$ cat src/rtl/pm_pkg.sv
package pm_pkg;

  localparam int unsigned REG_W     = 16;
  localparam int unsigned NUM_EV    = 3;
  localparam logic [15:0] WIN_MASK  = 16'hFFC0;
  localparam logic [REG_W-1:0] SCI_MASK = 16'h0521;
  localparam int unsigned BIT_TMROVF = 0;
  localparam int unsigned BIT_SUSEN  = 13;

  // status bit raised by each event input: rtc, power button, global
  localparam int unsigned EV_POS [NUM_EV] = '{10, 8, 5};

  localparam logic [3:0] OFF_STS = 4'h0;
  localparam logic [3:0] OFF_EN  = 4'h2;
  localparam logic [3:0] OFF_CTL = 4'h4;
  localparam logic [3:0] OFF_TMR = 4'h8;

  typedef enum logic [2:0] {
    RD_NONE, RD_STS, RD_EN, RD_CTL, RD_TMR
  } rd_sel_e;

  function automatic logic win_hit(input logic [15:0] addr, input logic [31:0] base);
    return (addr & WIN_MASK) == (base[15:0] & WIN_MASK);
  endfunction

  function automatic logic sci_level(input logic [REG_W-1:0] sts, input logic [REG_W-1:0] en);
    return |(sts & en & SCI_MASK);
  endfunction

  function automatic logic soft_off(input logic [REG_W-1:0] wdata);
    return wdata[BIT_SUSEN] && (wdata[11:10] == 2'b00);
  endfunction

endpackage

$ cat src/rtl/pm_decode.sv
module pm_decode
  import pm_pkg::*;
(
  input  logic [15:0] io_addr,
  input  logic        io_wr,
  input  logic        io_rd,
  input  logic        io_size32,
  input  logic [31:0] cfg_base,
  input  logic        decode_on,
  output logic        sts_wr,
  output logic        en_wr,
  output logic        ctl_wr,
  output rd_sel_e     rd_sel
);
  logic       hit;
  logic [3:0] off;

  assign hit = decode_on && win_hit(io_addr, cfg_base);
  assign off = io_addr[3:0];

  always_comb begin
    sts_wr = 1'b0;
    en_wr  = 1'b0;
    ctl_wr = 1'b0;
    rd_sel = RD_NONE;
    if (hit && io_wr && !io_size32) begin
      sts_wr = (off == OFF_STS);
      en_wr  = (off == OFF_EN);
      ctl_wr = (off == OFF_CTL);
    end
    if (hit && io_rd) begin
      if (io_size32) begin
        if (off == OFF_TMR) rd_sel = RD_TMR;
      end else begin
        case (off)
          OFF_STS: rd_sel = RD_STS;
          OFF_EN:  rd_sel = RD_EN;
          OFF_CTL: rd_sel = RD_CTL;
          default: rd_sel = RD_NONE;
        endcase
      end
    end
  end
endmodule

$ cat src/rtl/pm_timer.sv
module pm_timer #(
  parameter int unsigned TMR_W = 24
) (
  input  logic             clk,
  input  logic             rst_n,
  input  logic             tick,
  output logic [TMR_W-1:0] count,
  output logic             ovf_evt
);
  // top bit changes exactly when all lower bits are ones and a tick arrives
  assign ovf_evt = tick && (&count[TMR_W-2:0]);

  always_ff @(posedge clk or negedge rst_n) begin
    if (!rst_n)    count <= '0;
    else if (tick) count <= count + TMR_W'(1);
  end
endmodule

$ cat src/rtl/pm_regs.sv
module pm_regs
  import pm_pkg::*;
(
  input  logic             clk,
  input  logic             rst_n,
  input  logic             sts_wr,
  input  logic             en_wr,
  input  logic             ctl_wr,
  input  logic [REG_W-1:0] wdata,
  input  logic [NUM_EV-1:0] ev_in,
  input  logic             ovf_evt,
  output logic [REG_W-1:0] sts,
  output logic [REG_W-1:0] en,
  output logic [REG_W-1:0] ctl,
  output logic [REG_W-1:0] set_vec,
  output logic             sci,
  output logic             poweroff_req
);
  logic [NUM_EV-1:0] ev_q;
  logic [REG_W-1:0]  clr_vec;

  always_comb begin
    set_vec = '0;
    for (int i = 0; i < NUM_EV; i++)
      set_vec[EV_POS[i]] = ev_in[i] && !ev_q[i];
    set_vec[BIT_TMROVF] = ovf_evt;
  end

  assign clr_vec = sts_wr ? wdata : '0;

  always_ff @(posedge clk or negedge rst_n) begin
    if (!rst_n) begin
      ev_q         <= '0;
      sts          <= '0;
      en           <= '0;
      ctl          <= '0;
      sci          <= 1'b0;
      poweroff_req <= 1'b0;
    end else begin
      ev_q         <= ev_in;
      sts          <= (sts & ~clr_vec) | set_vec;
      if (en_wr)  en  <= wdata;
      if (ctl_wr) ctl <= wdata & ~(REG_W'(1) << BIT_SUSEN);
      sci          <= sci_level(sts, en);
      poweroff_req <= ctl_wr && soft_off(wdata);
    end
  end
endmodule

$ cat src/rtl/pm_event_timer.sv
module pm_event_timer
  import pm_pkg::*;
#(
  parameter int unsigned TMR_W = 24
) (
  input  logic        clk,
  input  logic        rst_n,
  input  logic [31:0] cfg_base,
  input  logic [7:0]  cfg_enable,
  input  logic [15:0] io_addr,
  input  logic        io_wr,
  input  logic        io_rd,
  input  logic        io_size32,
  input  logic [31:0] io_wdata,
  output logic [31:0] io_rdata,
  input  logic        tick,
  input  logic        ev_rtc,
  input  logic        ev_pwrbtn,
  input  logic        ev_global,
  output logic        sci,
  output logic        poweroff_req
);
  logic             sts_wr, en_wr, ctl_wr;
  rd_sel_e          rd_sel;
  logic [TMR_W-1:0] tmr_count;
  logic             ovf_evt;
  logic [REG_W-1:0] sts_q, en_q, ctl_q, set_vec;

  pm_decode u_decode (
    .io_addr   (io_addr),
    .io_wr     (io_wr),
    .io_rd     (io_rd),
    .io_size32 (io_size32),
    .cfg_base  (cfg_base),
    .decode_on (cfg_enable[0]),
    .sts_wr    (sts_wr),
    .en_wr     (en_wr),
    .ctl_wr    (ctl_wr),
    .rd_sel    (rd_sel)
  );

  pm_timer #(.TMR_W(TMR_W)) u_timer (
    .clk     (clk),
    .rst_n   (rst_n),
    .tick    (tick),
    .count   (tmr_count),
    .ovf_evt (ovf_evt)
  );

  pm_regs u_regs (
    .clk          (clk),
    .rst_n        (rst_n),
    .sts_wr       (sts_wr),
    .en_wr        (en_wr),
    .ctl_wr       (ctl_wr),
    .wdata        (io_wdata[REG_W-1:0]),
    .ev_in        ({ev_global, ev_pwrbtn, ev_rtc}),
    .ovf_evt      (ovf_evt),
    .sts          (sts_q),
    .en           (en_q),
    .ctl          (ctl_q),
    .set_vec      (set_vec),
    .sci          (sci),
    .poweroff_req (poweroff_req)
  );

  always_comb begin
    case (rd_sel)
      RD_STS:  io_rdata = 32'(sts_q);
      RD_EN:   io_rdata = 32'(en_q);
      RD_CTL:  io_rdata = 32'(ctl_q);
      RD_TMR:  io_rdata = 32'(tmr_count);
      default: io_rdata = '0;
    endcase
  end
endmodule

$ cat config.mk
export PLATFORM = sky130hd
export DESIGN_NAME = pm_event_timer
export DESIGN_NICKNAME = d
export VERILOG_FILES = /design/src/rtl/pm_pkg.sv /design/src/rtl/pm_decode.sv /design/src/rtl/pm_timer.sv /design/src/rtl/pm_regs.sv /design/src/rtl/pm_event_timer.sv
export SDC_FILE = /design/constraint.sdc
export NUM_CORES = 1
export LEC_CHECK = 0
export BUFFER_PORTS_ARGS = -buffer_cell sky130_fd_sc_hd__buf_2
export CAP_MARGIN = 30
export CORE_MARGIN = 4
export CORE_UTILIZATION = 31
export CTS_CLUSTER_SIZE = 20
export DETAILED_ROUTE_END_ITERATION = 8
export GPL_TIMING_DRIVEN = 0
export MAX_ROUTING_LAYER = met4
export PLACE_DENSITY = 0.56
export SYNTH_ARGS = -nofsm -noshare
export SYNTH_HDL_FRONTEND = slang
export SYNTH_HIERARCHICAL = 1
export SYNTH_SLANG_ARGS = --single-unit
$ cat constraint.sdc
create_clock -name clk -period 3.5 [get_ports clk]
set_clock_uncertainty 0.2 [all_clocks]
set_input_delay 0.7 -clock clk [delete_from_list [all_inputs] [get_ports clk]]
set_output_delay 0.7 -clock clk [all_outputs]
set_load 0.01 [all_outputs]
==> flow_metrics.tcl, run 1 <==
set metrics [dict create \
    status "finished with violations" \
    violations "setup timing" \
    fmax_ghz 0.279 \
    grt_max_degree 56 \
    ant_nets 0 \
    worst_slew_pin_slew_ns 0.738 \
    worstPathBufferInverterCount 4 \
    fin_tns_setup_ns -0.696 \
    peakVddDrop_mv 0.255 \
    multi_input_area_um2 2160 \
    die_h_um 124 \
    syn_area_um2 4140 \
    critical_path_required_ns 2.60 \
    cts_buffers 9 \
    drive_gt1_share_pct 43.4 \
    antenna_found_initial 0 \
    rsz0062_at_grt "yes" \
    dr_total_vias 3016 \
    io_buffer_count 75 \
    dieArea_um2 15300 \
    cp_top_family "buffers and inverters" \
    drcViolationCount 0 \
    hold_viol 0 \
    path_class "input pin to output pin" \
    cap_violations 0 \
    gp_congestion 0.866 \
    wirelength_um 10500 \
    place_area_um2 4790 \
    switching_power_uw 496 \
    critPathSlowestCell "a2111oi_4" \
    max_stage_delay_ns 0.37 \
    grt-ovfl-total 0 \
    start_util_pct 32.3 \
    place_hpwl_um 7460 \
    drtIter0Drc 123 \
    layout_common_cells "dfrtp_1, buf_2, nand2_1" \
    leakage_uw 0.00243 \
    clkPwrFrac_pct 44.1 \
    avgViaCountPerCell 4.83 \
    firstDrtPassIters 4 \
    clockBufferDepth 2 \
    synth_cells 345 \
    clkTransAtPathRegs_ns 0.06 \
    final_common_cell "dfrtp_1" \
    cp.arrival_ns 2.69 \
    stdcell_area_um2 5410 \
    h-tree-depth 3 \
    cp_cell_sequence "buf_6, xor2_2, a2111oi_4, nand2_2, nor4_4, buf_6, buf_12, mux2i_4, o221ai_2, buf_2" \
    slew_viol_final 0 \
    grt_pass1_wl_um 16800 \
    regArea_um2 1900 \
    seqPwrFrac_pct 47.3 \
    cts_tree "yes" \
    ctsHoldBuffers 0 \
    yosysWarnings 6 \
    critPathMaxFanout 10 \
    num_rows 41 \
    clk_latency_ns 0.34 \
    ioPinCount 131 \
    area.growth.synth_to_final_pct 30.6 \
    clockRootBuffer "clkbuf_16" \
    power_frac_comb_pct 8.6 \
    r2r_slack_ns 1.30 \
    grt_util_all_layers_pct 15.0 \
    die_w_um 124 \
    worstReg2RegStart "u_timer/count[0]" \
    critPathLaunch "cfg_base[14]" \
    r2r-end "u_regs/sts[0]" \
    syn_avg_cell_area_um2 12.0 \
    p_sw_share_pct 23.9 \
    clock-sinks 76 \
    fin_ws_ns -0.0897 \
    crit_path_end_kind "output pin" \
    p_int_uw 1580 \
    timing.critical_path.mode_cell "buf_6" \
    p_per_area_nw_per_um2 383 \
    critPathLaunchType "input pin" \
    grt_pass1_vias 3229 \
    nFillCells 1267 \
    fin_nets 546 \
    worstRegToRegCells 5 \
    core_um2 12800 \
    slew_headroom_pct 50.4 \
    min_path_type "input pin to async pin" \
    setup_viol 14 \
    period_needed_ns 3.59 \
    min_period_over_period_pct 103 \
    routedWlPerCell_um 16.8 \
]
## layer usage
layer  track usage (%)  vias to the layer above  share of wire [%]
met4              4.01                        0                1.2
met2              23.4                       77                 47
met3              4.30                       14                5.5
li1                  -                     1443                  -
met5                 -                        -                  0
met1              19.3                     1482                 46
## power by group through the flow
| stage | Clock (µW) | Sequential [µW] | Combinational [µW] |
|---|---|---|---|
| 2_1_floorplan | 0 | 981 | 94.1 |
| 3_3_place_gp | 0 | 996 | 159 |
| 3_5_place_dp | 0 | 997 | 169 |
| 4_1_cts | 933 | 982 | 176 |
| 5_1_grt | 976 | 988 | 201 |
| 6_report | 914 | 981 | 178 |
## how the worst max path moves through the flow
stage                   endpoint  cells after the start
finish               io_rdata[5]                     10
detailed placement   io_rdata[2]                     10
global placement     io_rdata[2]                     10
floorplan           io_rdata[13]                      8
global route        io_rdata[13]                     10
CTS                  io_rdata[6]                     10
## worst register-to-register path, delay by kind of cell (launching register included)
| kind | cells | cell delay (ns) |
|---|---|---|
| AOI/OAI and AO/OA | 1 | 0.13 |
| DFF | 1 | 0.45 |
| adders and majority gates | 1 | 0.23 |
| and+or+nand+nor | 3 | 1.12 |
## flip-flops by register name, summed over array words and instances (netlist names)
| register | cells |
|---|---|
| u_regs/poweroff_req | 1 |
| u_regs/ctl | 15 |
| u_regs/en | 16 |
| u_regs/sts | 16 |
| u_timer/count | 24 |
| u_regs/ev_q | 3 |
| u_regs/sci | 1 |
## area by class of cell
cell class	instances	area share [%]
multi-input cells	243	39.9
flip-flops and latches	76	35.2
repair buffers	85	9.86
plain buffers	28	5.39
clock buffers	13	4.63
well taps	172	3.98
clock inverters	2	0.648
inverters	5	0.347
diodes	1	0.0463
## through the flow
stage	cells	power (µW)	util (%)	setup slack, ns	hold slack (ns)
detailed placement	600	1170	37.3	-0.840	0.262
floorplan	352	1080	-	0.0616	0.204
global placement	599	1150	37.1	-0.887	0.249
finish	625	2070	42.2	-0.0897	0.0568
global route	624	2160	42.1	-0.205	0.0704
CTS	623	2090	41.1	-0.131	0.0588
## what timing repair did
| item | in CTS | in global routing |
|---|---|---|
| buffers inserted | 8 | 1 |
| endpoints found under the setup margin | 24 | 24 |
| pin swaps | 6 | 2 |
| gates resized for setup | 34 | 21 |
(Power assumes the default switching activity.)
==> inputs of run 2 (changes only) <==
--- a/config.mk
+++ b/config.mk
@@ -9,6 +9,7 @@
 export CAP_MARGIN = 30
 export CORE_MARGIN = 4
 export CORE_UTILIZATION = 31
+export CTS_BUF_LIST = sky130_fd_sc_hd__clkbuf_4
 export CTS_CLUSTER_SIZE = 20
 export DETAILED_ROUTE_END_ITERATION = 8
 export GPL_TIMING_DRIVEN = 0
==> flow_metrics.tcl, run 2 (synthesis gave the netlist of run 1 again) <==
set metrics [dict create \
    cap_violations 0 \
    p_per_area_nw_per_um2 308 \
    dieArea_um2 15300 \
    seqPwrFrac_pct 57.9 \
    layout_common_cells "dfrtp_1, buf_2, buf_4, nand2_1, mux2_4" \
    critical_path_required_ns 2.60 \
    start_util_pct 32.3 \
    die_h_um 124 \
    period_needed_ns 3.60 \
    clkTransAtPathRegs_ns 0.12 \
    peakVddDrop_mv 0.165 \
    num_rows 41 \
    rsz0062_at_grt "yes" \
    gp_congestion 0.866 \
    h-tree-depth 3 \
    ant_nets 0 \
    fin_nets 559 \
    critPathLaunchType "input pin" \
    clockBufferDepth 2 \
    grt_util_all_layers_pct 15.1 \
    worstReg2RegStart "u_timer/count[0]" \
    place_hpwl_um 7460 \
    final_common_cell "dfrtp_1" \
    fmax_ghz 0.278 \
    grt-ovfl-total 0 \
    routedWlPerCell_um 16.9 \
    clk_latency_ns 0.44 \
    largest_reg_flops 24 \
    io_buffer_count 75 \
    grt_pass1_wl_um 16800 \
    r2r_slack_ns 1.30 \
    place_ws_ns -0.840 \
    reg_top3 "u_timer/count: 24 flops, u_regs/en: 16 flops, u_regs/sts: 16 flops" \
    leakage_uw 0.00248 \
    critPathMaxFanout 8 \
    slew_headroom_pct 47.3 \
    cts_tree "yes" \
    worst_slew_pin_slew_ns 0.783 \
    nFillCells 1260 \
    avgViaCountPerCell 4.88 \
    p_int_uw 1250 \
    drcViolationCount 0 \
    setup_viol 16 \
    power_frac_comb_pct 10.8 \
    multi_input_area_um2 2230 \
    area.growth.synth_to_final_pct 32.9 \
    path_class "input pin to output pin" \
    violations "setup timing" \
    worstRegToRegCells 5 \
    min_period_over_period_pct 103 \
    core_um2 12800 \
    fin_ws_ns -0.103 \
    fin_tns_setup_ns -0.909 \
    hold_viol 0 \
    r2r-end "u_regs/sts[0]" \
    cp.arrival_ns 2.70 \
    min_path_type "input pin to flop" \
    slew_viol_final 0 \
    dr_total_vias 3113 \
    grt_max_degree 56 \
    cts_buffers 9 \
    clock-sinks 76 \
    crit_path_end_kind "output pin" \
    hold_start "ev_pwrbtn" \
    critPathLaunch "io_addr[14]" \
    grt_pass1_vias 3210 \
    largest-register "u_timer/count" \
    crit_path_end "io_rdata[15]" \
    firstDrtPassIters 4 \
    antenna_found_initial 0 \
    switching_power_uw 444 \
    clockRootBuffer "clkbuf_4" \
    ioPinCount 131 \
    drive_gt1_share_pct 46.5 \
    drtIter0Drc 131 \
    clkPwrFrac_pct 31.3 \
    die_w_um 124 \
    status "finished with violations" \
    p_sw_share_pct 26.3 \
    regArea_um2 1900 \
    wirelength_um 10800 \
]
==> run 2: cell types whose count changed in the layout (fill, tap and decap cells not counted), moves of 3 or more <==
cell,change
buf_2,-3
clkbuf_1,-3
buf_4,+12
clkbuf_4,+9
clkbuf_16,-7
==> run 2: area by class of cell <==
type,instances,area share [%]
Multi-Input combinational cell,243,40.6
Sequential cell,76,34.6
Timing Repair Buffer,98,12.7
Buffer,28,5.46
Tap cell,172,3.91
Clock buffer,12,1.64
Clock inverter,3,0.705
Inverter,5,0.341
Antenna cell,1,0.0455
==> run 2: how the worst min path moves through the flow <==
stage | endpoint | cells after the start
2_1_floorplan | u_regs/ctl[0] | 0
3_3_place_gp | u_timer/count[23] | 1
3_5_place_dp | u_timer/count[23] | 1
4_1_cts | u_regs/ev_q[1] | 1
5_1_grt | u_regs/ev_q[1] | 1
6_report | u_regs/ev_q[1] | 1
==> run 2: timing repair <==
action | CTS | global route
setup buffers | 8 | 9
gates resized for setup | 31 | 42
endpoints found under the setup margin | 24 | 24
hold buffers | 1 | 0
hold endpoints to repair | 21 | 0
gates cloned | 1 | 3
pin swaps | 9 | 14
==> run 2: metal layers <==
| metal | vias up | GRT usage (%) | share of wire, % |
|---|---|---|---|
| li1 | 1476 | - | - |
| met1 | 1536 | 19.4 | 46 |
| met2 | 85 | 23.2 | 47 |
| met3 | 16 | 4.44 | 5.6 |
| met4 | 0 | 3.94 | 1.8 |
| met5 | - | - | 0 |
==> run 2: per-stage QoR <==
stage	std cells	utilization (%)	area (µm²)	power, µW	hold WS, ns
final	638	42.9	5500	1690	0.168
after global routing	637	42.9	5500	1790	0.109
after CTS	625	40.1	5140	1710	0.137
after detailed placement	600	37.3	4790	1170	0.262
after global placement	599	37.1	4760	1150	0.249
after floorplan	352	-	4170	1080	0.204
==> run 2: critical path, stage by stage <==
cell	delay (ns)
buf_6	0.09
xor2_2	0.17
a2111oi_4	0.37
nand2_2	0.16
nor4_4	0.29
buf_6	0.21
or2_1	0.13
buf_6	0.15
clkbuf_16	0.17
o221ai_4	0.11
buf_2	0.15
==> run 2: power by group through the flow <==
| stage | Combinational, µW | Clock, µW | Sequential, µW |
|---|---|---|---|
| finish | 183 | 529 | 980 |
| global route | 206 | 595 | 988 |
| CTS | 180 | 550 | 981 |
| detailed placement | 169 | 0 | 997 |
| global placement | 159 | 0 | 996 |
| floorplan | 94.1 | 0 | 981 |
==> inputs of run 3 (changes only) <==
--- a/config.mk
+++ b/config.mk
@@ -12,7 +12,6 @@
 export CTS_BUF_LIST = sky130_fd_sc_hd__clkbuf_4
 export CTS_CLUSTER_SIZE = 20
 export DETAILED_ROUTE_END_ITERATION = 8
-export GPL_TIMING_DRIVEN = 0
 export MAX_ROUTING_LAYER = met4
 export PLACE_DENSITY = 0.56
 export SYNTH_ARGS = -nofsm -noshare
==> flow_metrics.tcl, run 3 (synthesis gave the netlist of run 1 again) <==
set metrics [dict create \
    gp_congestion 0.826 \
    grt_pass1_vias 3079 \
    wirelength_um 9840 \
    clk_latency_ns 0.43 \
    grt_max_degree 77 \
    min_path_type "input pin to flop" \
    ioPinCount 131 \
    place_area_um2 4770 \
    largest_reg_flops 24 \
    seqPwrFrac_pct 57.8 \
    stdcell_area_um2 5240 \
    hold_start "ev_global" \
    cts_buffers 9 \
    start_util_pct 32.3 \
    drtIter0Drc 124 \
    area.growth.synth_to_final_pct 26.5 \
    cts_tree "yes" \
    violations "setup timing" \
    critical_path_required_ns 2.60 \
    status "finished with violations" \
    avgViaCountPerCell 4.73 \
    leakage_uw 0.00237 \
    r2r-end "u_timer/count[14]" \
    p_sw_share_pct 27.6 \
    fin_ws_ns -0.103 \
    fmax_ghz 0.278 \
    path_class "input pin to output pin" \
    clkPwrFrac_pct 32.2 \
    critPathMaxFanout 5 \
    dp.cells 595 \
    switching_power_uw 468 \
    final_util_pct 40.8 \
    final_common_cell "dfrtp_1" \
    num_rows 41 \
    cap_violations 0 \
    worstRegToRegCells 5 \
    whs_path_depth 1 \
    worst_slew_pin_slew_ns 0.815 \
    die_h_um 124 \
    die_w_um 124 \
    power_frac_comb_pct 10.0 \
    p_per_area_nw_per_um2 324 \
    reg_top3 "u_timer/count: 24 flops, u_regs/en: 16 flops, u_regs/sts: 16 flops" \
    p_int_uw 1230 \
    routedWlPerCell_um 15.8 \
    cp.arrival_ns 2.70 \
    stdcell_count 623 \
    h-tree-depth 3 \
    firstDrtPassIters 4 \
    antenna_found_initial 1 \
    fin_nets 543 \
    whs_ns 0.166 \
    layout_common_cells "dfrtp_1, buf_2, nand2_1" \
    drive_gt1_share_pct 43.8 \
    ant_nets 0 \
    dr_total_vias 2949 \
    grt_pass1_wl_um 15600 \
    crit_path_end_kind "output pin" \
    clkTransAtPathRegs_ns 0.13 \
    grt_util_all_layers_pct 13.7 \
    grt-ovfl-total 0 \
    fin_tns_setup_ns -1.09 \
    peakVddDrop_mv 0.253 \
    core_um2 12800 \
    clock-sinks 76 \
    dieArea_um2 15300 \
    worstReg2RegStart "u_timer/count[0]" \
    setup_viol 19 \
    critPathLaunchType "input pin" \
    clockBufferDepth 2 \
    largest-register "u_timer/count" \
    place_hpwl_um 6910 \
    hold_end "u_regs/ev_q[2]" \
    slew_viol_final 0 \
    r2r_slack_ns 1.40 \
    rsz0062_at_grt "yes" \
    min_period_over_period_pct 103 \
    hold_viol 0 \
    clockRootBuffer "clkbuf_4" \
    io_buffer_count 75 \
    drcViolationCount 0 \
    slew_headroom_pct 45.2 \
    period_needed_ns 3.60 \
]
## run 3: cell types whose count changed in the layout (fill, tap and decap cells not counted), sizes merged
cell | previous run | this run
inv | 5 | 6
clkinvlp | 0 | 2
clkbuf | 16 | 11
buf | 121 | 107
bufbuf | 0 | 1
## run 3: power by group through the flow
| stage | clock (µW) | sequential (µW) | combinational (µW) |
|---|---|---|---|
| floorplan | 0 | 981 | 94.1 |
| global placement | 0 | 994 | 156 |
| detailed placement | 0 | 997 | 161 |
| CTS | 564 | 980 | 162 |
| global route | 604 | 990 | 190 |
| finish | 546 | 980 | 170 |
## run 3: cell type report
type | instances | area, µm²
fill | 1274 | 7590
multi-input combinational | 243 | 2150
sequential | 76 | 1900
timing repair buffer | 110 | 806
tap | 172 | 215
clock buffer | 10 | 75.1
clock inverter | 6 | 63.8
inverter | 5 | 18.8
antenna | 1 | 2.50
## run 3: through the flow
step / total power (µW) / setup slack, ns
final: 1700 / -0.103
after global routing: 1780 / -0.220
after CTS: 1710 / -0.163
after detailed placement: 1160 / -0.215
after global placement: 1150 / -0.212
after floorplan: 1080 / 0.0616
## run 3: how the worst max path moves through the flow
stage | start | to | slack, ns | cells after the start
floorplan | cfg_base[14] | io_rdata[13] | 0.06 | 8
global placement | cfg_base[7] | io_rdata[5] | -0.21 | 9
detailed placement | cfg_base[7] | io_rdata[5] | -0.22 | 9
CTS | cfg_base[13] | io_rdata[5] | -0.16 | 10
global route | cfg_base[13] | io_rdata[3] | -0.22 | 10
finish | cfg_base[13] | io_rdata[5] | -0.10 | 10
## run 3: metal layers
| layer | GRT usage, % | up-vias | share of wire [%] |
|---|---|---|---|
| met5 | - | - | 0 |
| met4 | 3.74 | 0 | 1.2 |
| met3 | 3.57 | 7 | 4.4 |
| met2 | 21.1 | 69 | 46 |
| met1 | 18.0 | 1440 | 48 |
| li1 | - | 1433 | - |
## run 3: critical path: stages
cell	delay, ns
buf_6	0.09
xor2_1	0.17
a2111oi_4	0.39
nand2_2	0.15
nor4_4	0.34
buf_6	0.18
buf_12	0.14
mux2i_2	0.23
o221ai_2	0.15
buf_2	0.16
## run 3: what timing repair did
item                                   CTS  global route
gates resized for setup                 18            16
endpoints found under the hold margin    0            17
hold buffers                             0             1
pin swaps                                3             0
gates cloned                             2             1
setup endpoints to repair               24            24
setup buffers                            4             2
